==> config.mk <==
export PLATFORM = sky130hd
export DESIGN_NAME = ptern_line_encoder
export DESIGN_NICKNAME = d
export VERILOG_FILES = /design/src/rtl/ptern_pkg.sv /design/src/rtl/ptern_parity.sv /design/src/rtl/ptern_align.sv /design/src/rtl/ptern_polarity.sv /design/src/rtl/ptern_line_encoder.sv
export SDC_FILE = /design/constraint.sdc
export NUM_CORES = 1
export LEC_CHECK = 0
export CORE_MARGIN = 4
export CORE_UTILIZATION = 30
export DETAILED_ROUTE_END_ITERATION = 10
export GPL_TIMING_DRIVEN = 0
export REMOVE_ABC_BUFFERS = 1
export SYNTH_ARGS = -nofsm -noshare
export SYNTH_HDL_FRONTEND = slang
export SYNTH_SLANG_ARGS = --single-unit
==> constraint.sdc <==
create_clock -name clk -period 1.96 [get_ports clk]
set_input_delay 0.588 -clock clk [delete_from_list [all_inputs] [get_ports clk]]
set_output_delay 0.588 -clock clk [all_outputs]
set_load 0.02 [all_outputs]
==> src/rtl/ptern_pkg.sv <==
package ptern_pkg;
    localparam int KIND_W = 4;

    // Type codes of the bits handed in by the framer
    typedef enum logic [KIND_W-1:0] {
        BK_FRAME = 4'd0,
        BK_BAL   = 4'd1,
        BK_B1    = 4'd2,
        BK_B2    = 4'd3,
        BK_DCH   = 4'd4,
        BK_ECHO  = 4'd5,
        BK_ACT   = 4'd6,
        BK_AUXF  = 4'd7,
        BK_NBIT  = 4'd8,
        BK_MFR   = 4'd9,
        BK_SCH   = 4'd10
    } bit_kind_e;
endpackage

==> src/rtl/ptern_parity.sv <==
module ptern_parity (
    input  logic clk,
    input  logic rst_n,
    input  logic strobe,
    input  logic is_frame,
    input  logic is_bal,
    input  logic is_mark,
    output logic odd_o
);
    typedef struct packed {
        logic odd;
    } par_state_t;

    par_state_t st_d, st_q;

    always_comb begin
        st_d = st_q;
        if (strobe) begin
            if (is_frame)
                st_d.odd = 1'b1;        // frame pulse opens the count
            else if (is_bal)
                st_d.odd = 1'b0;        // balance bit closes the group
            else if (is_mark)
                st_d.odd = ~st_q.odd;
        end
    end

    always_ff @(posedge clk or negedge rst_n) begin
        if (!rst_n) st_q <= '0;
        else        st_q <= st_d;
    end

    assign odd_o = st_q.odd;
endmodule

==> src/rtl/ptern_align.sv <==
module ptern_align #(
    parameter int NT_REACH = 14,
    parameter int TE_REACH = 13
) (
    input  logic clk,
    input  logic rst_n,
    input  logic strobe,
    input  logic is_frame,
    input  logic is_bal,
    input  logic is_mark,
    input  logic dir_te,
    output logic active_o,
    output logic pending_o,
    output logic fault_o
);
    localparam int MAX_REACH = (NT_REACH > TE_REACH) ? NT_REACH : TE_REACH;
    localparam int IDX_W     = $clog2(MAX_REACH + 2);
    localparam logic [IDX_W-1:0] IDX_TOP = '1;
    localparam logic [IDX_W-1:0] NT_LIM  = IDX_W'(NT_REACH);
    localparam logic [IDX_W-1:0] TE_LIM  = IDX_W'(TE_REACH);

    typedef struct packed {
        logic             active;
        logic             await_bal;
        logic             pending;
        logic             fault;
        logic [IDX_W-1:0] idx;
    } aln_state_t;

    aln_state_t       st_d, st_q;
    logic [IDX_W-1:0] limit;

    assign limit = dir_te ? TE_LIM : NT_LIM;

    always_comb begin
        st_d = st_q;
        if (strobe) begin
            st_d.fault = 1'b0;
            if (is_frame) begin
                st_d.active    = 1'b1;
                st_d.await_bal = 1'b1;
                st_d.pending   = 1'b0;
                st_d.idx       = '0;
            end else if (st_q.active) begin
                if (st_q.idx != IDX_TOP)
                    st_d.idx = st_q.idx + 1'b1;
                if (st_q.await_bal && is_bal) begin
                    st_d.await_bal = 1'b0;
                    st_d.pending   = 1'b1;
                end else if (st_q.pending && is_mark) begin
                    st_d.pending = 1'b0;
                end
                if (st_q.pending && !is_mark && st_d.idx == limit)
                    st_d.fault = 1'b1;
            end
        end
    end

    always_ff @(posedge clk or negedge rst_n) begin
        if (!rst_n) st_q <= '0;
        else        st_q <= st_d;
    end

    assign active_o  = st_q.active;
    assign pending_o = st_q.pending;
    assign fault_o   = st_q.fault;
endmodule

==> src/rtl/ptern_polarity.sv <==
module ptern_polarity #(
    parameter logic START_POS = 1'b1
) (
    input  logic clk,
    input  logic rst_n,
    input  logic strobe,
    input  logic is_mark,
    input  logic violate,
    output logic pos_o,
    output logic neg_o
);
    typedef struct packed {
        logic last_pos;
        logic pos;
        logic neg;
    } pol_state_t;

    pol_state_t st_d, st_q;
    logic       pol;

    always_comb begin
        st_d = st_q;
        pol  = violate ? st_q.last_pos : ~st_q.last_pos;
        if (strobe) begin
            if (is_mark) begin
                st_d.pos      = pol;
                st_d.neg      = ~pol;
                st_d.last_pos = pol;
            end else begin
                st_d.pos = 1'b0;
                st_d.neg = 1'b0;
            end
        end
    end

    always_ff @(posedge clk or negedge rst_n) begin
        if (!rst_n) st_q <= '{last_pos: START_POS, pos: 1'b0, neg: 1'b0};
        else        st_q <= st_d;
    end

    assign pos_o = st_q.pos;
    assign neg_o = st_q.neg;
endmodule

==> src/rtl/ptern_line_encoder.sv <==
module ptern_line_encoder
    import ptern_pkg::*;
#(
    parameter int NT_REACH = 14,
    parameter int TE_REACH = 13
) (
    input  logic              clk,
    input  logic              rst_n,
    input  logic              bit_en,
    input  logic [KIND_W-1:0] bit_kind,
    input  logic              bit_val,
    input  logic              dir_te,
    output logic              line_pos,
    output logic              line_neg,
    output logic              align_fault
);
    logic is_frame, is_bal, is_mark, violate;
    logic odd, active, pending;

    assign is_frame = (bit_kind == BK_FRAME);
    assign is_bal   = (bit_kind == BK_BAL);
    // Symbols before the first frame bit are suppressed
    assign is_mark  = (active | is_frame) & (is_frame | (is_bal ? odd : ~bit_val));
    assign violate  = is_frame | pending;

    ptern_parity u_parity (
        .clk      (clk),
        .rst_n    (rst_n),
        .strobe   (bit_en),
        .is_frame (is_frame),
        .is_bal   (is_bal),
        .is_mark  (is_mark),
        .odd_o    (odd)
    );

    ptern_align #(
        .NT_REACH (NT_REACH),
        .TE_REACH (TE_REACH)
    ) u_align (
        .clk       (clk),
        .rst_n     (rst_n),
        .strobe    (bit_en),
        .is_frame  (is_frame),
        .is_bal    (is_bal),
        .is_mark   (is_mark),
        .dir_te    (dir_te),
        .active_o  (active),
        .pending_o (pending),
        .fault_o   (align_fault)
    );

    ptern_polarity #(
        .START_POS (1'b1)
    ) u_polarity (
        .clk     (clk),
        .rst_n   (rst_n),
        .strobe  (bit_en),
        .is_mark (is_mark),
        .violate (violate),
        .pos_o   (line_pos),
        .neg_o   (line_neg)
    );
endmodule

# Word-level counts from Yosys, hierarchy flattened

Cells that the tools add are included.

Reduce and logical (&&, ||, !) cells: 16
Multiplexer cells: 19
Bitwise logic cells: 8
Add/subtract/negate cells: 1
Eq/ne operators: 3

Operators by type and width:

| kind                                           | count |
|---|---|
| 2-to-1 mux 4 bit                               | 5 |
| 2-to-1 mux 1 bit                               | 10 |
| AND reduction 2 bit                            | 4 |
| 2-to-1 mux 7 bit                               | 1 |
| 2-to-1 mux 2 bit                               | 3 |
| AND reduction 3 bit                            | 2 |
| nonzero test 3 bit                             | 2 |
| adder 4 x 1 -> 4 bit (second input constant)   | 1 |
| == test 4 x 1 -> 1 bit (second input constant) | 1 |
| == test 4 bit                                  | 1 |
| logical AND 1 bit                              | 4 |
| zero test 4 bit                                | 1 |
| inequality test 4 bit (second input constant)  | 1 |
| NOT 1 bit                                      | 4 |
| nonzero test 2 bit                             | 2 |
| OR 1 bit                                       | 3 |
| bitwise AND 1 bit                              | 1 |
| zero test 1 bit                                | 1 |

Register bits after elaboration: 12
Input bits: 9

# Logic depth before layout (Yosys ltp)

Gate-level depths: netlist (run 1).

Word-level depth: 10
Depth in mapped cells: 5

# Modules after synthesis

Synthesis (run 1) repeated with hierarchy kept, for this count alone.

Cells, all modules: 78
Area total of the unflattened synthesis: 724.4 sq um

By module, submodules not included:

| module             | times used | cells each | area each (sq um) | sequential area each (sq um) |
|---|---|---|---|---|
| ptern_align        | 1          | 56         | 479.2             | 200.2 |
| ptern_polarity     | 1          | 11         | 130.1             | 76.3 |
| ptern_parity       | 1          | 5          | 62.6              | 25.0 |
| ptern_line_encoder | 1          | 6          | 52.6              | 0.0 |

# Worst setup path before layout (run 1)

No wires, ideal clock.

Path kind: input -> register
Start point: in bit_kind[0]
End point: reg u_align.st_q[0] in the netlist's numbering
Data arrival time: 1.655 ns
Required time: 1.835 ns
Stages on the path: 4
Setup slack: 0.180 ns
Cells stage by stage: or4_1 -> buf_2 -> a21o_1 -> mux2_4

Word-level cells in the longest chain between the ends: 3

Ends and longest elaborated chain:

| what                          | line                     | text |
|---|---|---|
| start: declaration            | ptern_line_encoder.sv:10 | `input logic [KIND_W-1:0] bit_kind,` |
| zero test 4 bit (*)           | ptern_line_encoder.sv:20 | `assign is_frame = (bit_kind == BK_FRAME);` |
| nonzero test 2 bit (no line)  | --                       |  |
| AND reduction 2 bit (no line) | --                       |  |
| end signal: assignment        | ptern_align.sv:61        | `else st_q <= st_d;` |
| end: declaration              | ptern_align.sv:30        | `aln_state_t st_d, st_q;` |

Every way passes the cells marked *; elsewhere a longest branch is shown, timed or not.
A chain may end at the register's enable or synchronous reset.

# Final worst setup path (run 1)

Ends and elaborated chain as after synthesis.

==> summary.md, run 1 <==
| Metric | Value |
|---|---|
| Setup TNS | `0 ps` |
| Largest net degree at the start of global routing | `13` |
| Initial antenna violation count | `0` |
| # nets final | `102` |
| Slew HR | `0.625` |
| Num ports | `12` |
| Period Utilization, post-route | `0.948` |
| Port Buf Inserts | `11` |
| CTS root buf | `clkbuf_4` |
| Endpoints failing hold | `0` |
| Iter 0 DRT Violations | `13` |
| Rows | `17` |
| Nature of the critical path endpoint | `flop` |
| CP Max Fanout | `6` |
| Most frequent cells in the layout | `9 x nand2_1, 9 x dfrtp_1, 7 x clkdlybuf4s50_1` |
| Global route total overflow | `0` |
| DP Cell Count | `111` |
| Clock slew at reported path FFs | `70 ps` |
| CP Launch Type | `input port` |
| Syn Inst Count | `75` |
| Post-DP HPWL | `1.16 mm` |
| Final GP Congestion | `0.682` |
| P_leak | `0.406 nW` |
| CP Class | `in -> reg` |
| Cell variety after synth | `36` |
| Max_cap viols | `0` |
| Share of post-route cells with drive strength above 1 | `0.209` |
| Die H | `56.9 um` |
| Residual DRC | `0` |
| Status | `finished clean` |
| Worst reg2reg path depth | `5` |
| CTS H-tree lvls | `1` |
| Vias per std cell | `5.51` |
| Power per Cell Area | `1130 nW/um^2` |
| Vias post-DR | `656` |
| DR WL/cell | `14.3 um` |
| Peak VDD IR | `531 uV` |
| Seq cells post-synth | `12` |
| Die Area | `3240 um^2` |
| Clock latency on the worst-skew pair | `280 ps` |
| Tmin final | `1860 ps` |
| Num CTS Buffers | `3` |
| First-pass GRT wire length | `2.99 mm` |
| Worst r2r src | `u_align.st_q[0]` |
| Clock tree buffer depth | `2` |
| Layout area overhead | `30.5%` |
| Total track usage | `0.123` |
| R2R Path End | `u_align.fault_o` |
| Post-synthesis sequential area ratio | `0.421` |
| Slew Limit Fails | `0` |
| Drt pass-1 iters | `4` |
| Clock Sink Count | `12` |
| Syn Area/Cell | `9.56 um^2` |
| Worst-Margin Slew | `561 ps` |
| Diodes inserted | `0` |
| Synth Warn # | `0` |
| # setup viols final | `0` |
| Vias in the first global route | `606` |
| R2R Setup Slk | `130 ps` |
| CTS tree | `built` |
| Final wirelength | `1.70 mm` |
| CP Launch Point | `bit_kind[0]` |
| Fmax | `0.538 GHz` |
| Crit-path cells | `clkdlybuf4s50_1 > or4_4 > a21o_1 > mux2_4` |
| Layout Skew | `3.68 ps` |
| CP required | `2130 ps` |
| CP max-delay cell | `or4_4` |
| RSZ-0062 raised after global routing | `no` |
| Hold Path Class | `reg -> reg` |
| Core area | `2230 um^2` |
| Chip width | `56.9 um` |
| Initial Utilization | `0.321` |
| Arr. time, crit path | `2030 ps` |
| Crit-path max cell delay | `490 ps` |
| Final std cells w/o fill | `119` |
| Worst Setup EP | `u_align.st_q[0]` |
| Antenna viol nets, final | `0` |
| Syn Std Cell Area | `717 um^2` |
how the worst min path moves through the flow:
stage,from,end,cells after the start
after floorplan,rst_n,u_align.active_o,0
after global placement,u_align.st_q[6],u_align.st_q[6],2
after detailed placement,u_align.fault_o,u_align.fault_o,1
after CTS,u_align.fault_o,u_align.fault_o,1
after global routing,u_align.fault_o,u_align.fault_o,1
final,u_align.st_q[6],u_align.st_q[6],2
critical path: cells and delay by family:
family	cells	cell delay [ps]
muxes	1	250
AOI/OAI and AO/OA	1	210
buffers and inverters	1	480
and+or+nand+nor	1	490
state kept, by name, indices dropped and copies added, names as in the netlist:
register / count
u_parity.odd_o: 1
u_polarity.st_q: 1
u_align.active_o: 1
u_align.st_q: 5
u_align.fault_o: 1
u_align.pending_o: 1
u_polarity.neg_o: 1
u_polarity.pos_o: 1
synthesized netlist by cell type, drive strengths merged:
master,number,area [um^2]
or4,3,22.5
a31oi,1,6.26
a32o,2,20.0
o31ai,2,15.0
ha,1,12.5
a22o,2,20.0
o311ai,1,8.76
nor4,1,6.26
a41oi,1,8.76
nand3,3,15.0
nor4bb,1,10.0
nor3,2,10.0
inv,2,7.51
xor2,1,8.76
and4,1,8.76
clkbuf,1,3.75
mux4,1,22.5
a21boi,1,7.51
a21oi,4,20.0
or3,1,6.26
dfrtp,11,275
o21ai,5,25.0
nor2b,1,6.26
a22oi,1,7.51
a21o,2,15.0
buf,2,10.0
mux2,1,15.0
dfstp,1,26.3
o221a,1,11.3
nor2,3,11.3
nand2b,2,12.5
or2,1,6.26
and2,1,6.26
and3,1,6.26
nand2,9,33.8
nand4b,1,8.76
routing by layer:
metal,vias up,track usage,part of all wire,routed length (um)
li1,320,-,-,-
met1,316,0.156,0.47,800
met2,15,0.176,0.44,749
met3,5,0.0598,0.072,122
met4,0,0.0497,0.019,32
met5,-,0,0,0
logic make-up after synthesis:
family          after synthesis  share of synthesized area
buf+inv                       5                     0.0297
mux                           2                     0.0523
fa+ha+maj                     1                     0.0174
simple gates                 31                      0.237
compound gates               23                      0.230
flops                        12                      0.421
xor+xnor                      1                     0.0122
power breakdown:
part           internal [mW]  switching (mW)
registers              0.350           0.121
clock network         0.0791          0.0893
logic                  0.242           0.180
timing repair:
action | CTS | global route
pin swaps | 1 | 1
hold buffers | 0 | 0
setup buffers | 2 | 2
setup endpoints to repair | 4 | 7
resized for setup | 1 | 9
gates cloned | 0 | 0
through the flow:
step	instance area (um^2)	hold WS, ps	total power [mW]	setup WS [ps]	util
2_1_floorplan	703	292	0.718	192	-
3_3_place_gp	848	465	0.840	-370	0.380
3_5_place_dp	848	479	0.854	-371	0.380
4_1_cts	893	497	1.04	0.441	0.400
5_1_grt	936	506	1.16	52.3	0.419
6_report	936	493	1.06	102	0.419
final cells by class:
type                    instances  area, um^2
inverters                       2        7.51
flip-flops and latches         12         304
fillers                       221        1300
well taps                      28        35.0
multi-input cells              58         413
clock buffers                   4        26.3
repair buffers                 15         150
Note: power is estimated with default switching activity, not from simulation.
==> inputs of run 2 (changes only) <==
Settings changed: CTS_BUF_LIST from default to sky130_fd_sc_hd__clkbuf_4, CTS_CLUSTER_SIZE from default to 16.
==> run 2 against run 1 <==
Compared with the run above: non-clock buffer count is the same; clock skew is essentially flat; register-to-register slack is essentially flat; largest cell class unchanged; first-iteration DRC count shrank 23%; critical path depth is the same; critical endpoint unchanged; power grew 1.2%; largest power group unchanged; clock power grew 9%; sequential share of layout area shrank 0.13 points; global-route usage is essentially flat.
==> summary.md, run 2 (synthesis gave the netlist of run 1 again) <==
| Metric | Value |
|---|---|
| Status | `finished clean` |
| Core area | `2230 um^2 (unchanged)` |
| First-pass GRT wire length | `2.99 mm (-0.23%)` |
| Clock latency on the worst-skew pair | `280 ps (about the same)` |
| Crit-path max cell delay | `490 ps (about the same)` |
| Residual DRC | `0 (unchanged)` |
| Vias in the first global route | `606 (unchanged)` |
| Vias post-DR | `653 (-0.46%)` |
| Worst reg2reg path depth | `5 (unchanged)` |
| Num ports | `12 (unchanged)` |
| DR WL/cell | `14.3 um (-0.23%)` |
| Fillcell total | `220 (-0.45%)` |
| Num CTS Buffers | `3 (unchanged)` |
| RSZ-0062 raised after global routing | `no` |
| Max reg flops | `5 (unchanged)` |
| Nature of the critical path endpoint | `flop` |
| P_leak | `0.410 nW (+0.84%)` |
| Chip width | `56.9 um (unchanged)` |
| Post-placement cell area | `848 um^2 (unchanged)` |
| Tmin final | `1860 ps (+1.85 ps)` |
| Global route total overflow | `0 (unchanged)` |
| Power per Cell Area | `1140 nW/um^2 (+0.75%)` |
| Port Buf Inserts | `11 (unchanged)` |
| Post-DP HPWL | `1.16 mm (unchanged)` |
| Bufs and invs on worst path | `1 (unchanged)` |
| Period Utilization, post-route | `0.949 (about the same)` |
| Die Area | `3240 um^2 (unchanged)` |
| Initial antenna violation count | `0 (unchanged)` |
| Min-Delay Endpoint | `u_align.fault_o` |
| Max_cap viols | `0 (unchanged)` |
| Slew HR | `0.614 (-0.0110)` |
| CTS Hold Buffers Added | `0 (unchanged)` |
| Crit-path cells | `clkdlybuf4s50_1 > or4_4 > a21o_1 > mux2_4` |
| Layout area overhead | `31.1%` |
| Fmax | `0.538 GHz (about the same)` |
| CP Class | `in -> reg` |
| Cell area after layout | `940 um^2 (+0.40%)` |
| Hold_sp | `u_align.fault_o` |
| Layout Skew | `3.82 ps (+0.140 ps)` |
| CP Max Fanout | `6 (unchanged)` |
| Slew Limit Fails | `0 (unchanged)` |
| Clock slew at reported path FFs | `70 ps (about the same)` |
| Clock tree buffer depth | `2 (unchanged)` |
| Final GP Congestion | `0.682 (unchanged)` |
| Share of post-route cells with drive strength above 1 | `0.220 (+0.0110)` |
| Worst-Margin Slew | `577 ps (+16.4 ps)` |
| CP max-delay cell | `clkdlybuf4s50_1` |
| Peak VDD IR | `566 uV (+6.7%)` |
| # setup viols final | `0 (unchanged)` |
| CTS root buf | `clkbuf_4` |
| CTS H-tree lvls | `1 (unchanged)` |
| Hold Path Class | `reg -> reg` |
| Iter 0 DRT Violations | `10 (-3)` |
| Drt pass-1 iters | `4 (unchanged)` |
| Diodes inserted | `0 (unchanged)` |
| Worst r2r src | `u_align.st_q[0]` |
| Fin worst setup slack | `99.9 ps (-1.85 ps)` |
| Arr. time, crit path | `2030 ps (about the same)` |
| Post-Route Utilization | `0.421 (+0.00168)` |
| R2R Setup Slk | `120 ps (about the same)` |
| Endpoints failing hold | `0 (unchanged)` |
| Total track usage | `0.122 (-0.000471)` |
| CP required | `2130 ps (about the same)` |
| Vias per std cell | `5.49 (-0.46%)` |
| R2R Path End | `u_align.fault_o` |
| DP Worst Slack | `-371 ps (unchanged)` |
| Top delay family on crit path | `buffers and inverters` |
| # nets final | `102 (unchanged)` |
| Largest Register | `u_align.st_q` |
| Hold Path Cell Cnt | `1 (-1)` |
| Die H | `56.9 um (unchanged)` |
| Largest net degree at the start of global routing | `13 (unchanged)` |
| Initial Utilization | `0.321 (unchanged)` |
| CTS tree | `built` |
| Final wirelength | `1.70 mm (-0.23%)` |
| Most frequent cells in the layout | `9 x nand2_1, 9 x dfrtp_1, 7 x clkdlybuf4s50_1` |
| CP Launch Type | `input port` |
| Clock Sink Count | `12 (unchanged)` |
| Rows | `17 (unchanged)` |
| Antenna viol nets, final | `0 (unchanged)` |
-- run 2: through the flow --
| step | cells | power [mW] | hold slack (ps) | TNS, ps |
|---|---|---|---|---|
| after CTS | 117 | 1.05 | 497 | 0 |
| after global placement | 111 | 0.840 | 465 | -2320 |
| after floorplan | 72 | 0.718 | 292 | 0 |
| final | 119 | 1.07 | 493 | 0 |
| after global routing | 119 | 1.17 | 506 | 0 |
| after detailed placement | 111 | 0.854 | 479 | -2460 |
-- run 2: power by group --
group          total (mW)  switching (mW)  internal, mW
clock network       0.183          0.0896        0.0930
registers           0.471           0.121         0.350
logic               0.420           0.178         0.242
-- run 2: timing repair --
item | in CTS | in global routing
pin swaps | 1 | 1
resized for setup | 1 | 9
gates cloned | 0 | 0
setup endpoints to repair | 4 | 7
buffers inserted | 2 | 2
-- run 2: worst max-delay path by stage --
stage / startpoint / end / cells after the start
detailed placement: bit_kind[0] / u_align.st_q[0] / 4
global placement: bit_kind[0] / u_align.st_q[0] / 4
CTS: u_align.st_q[0] / u_align.fault_o / 5
global route: u_align.st_q[0] / u_align.fault_o / 5
floorplan: u_align.st_q[0] / u_align.fault_o / 5
finish: bit_kind[0] / u_align.st_q[0] / 4
-- run 2: final cells by class --
type,instances,area [um^2],area share
Clock buffer,4,30.0,0.0320
Inverter,2,7.51,0.00799
Multi-Input combinational cell,58,413,0.439
Sequential cell,12,304,0.324
Tap cell,28,35.0,0.0373
Timing Repair Buffer,15,150,0.160
-- run 2: routing by layer --
layer,up-vias,part of all wire,track usage
li1,319,-,-
met1,314,0.47,0.156
met2,15,0.44,0.175
met3,5,0.072,0.0598
met4,0,0.018,0.0497
met5,-,0,0
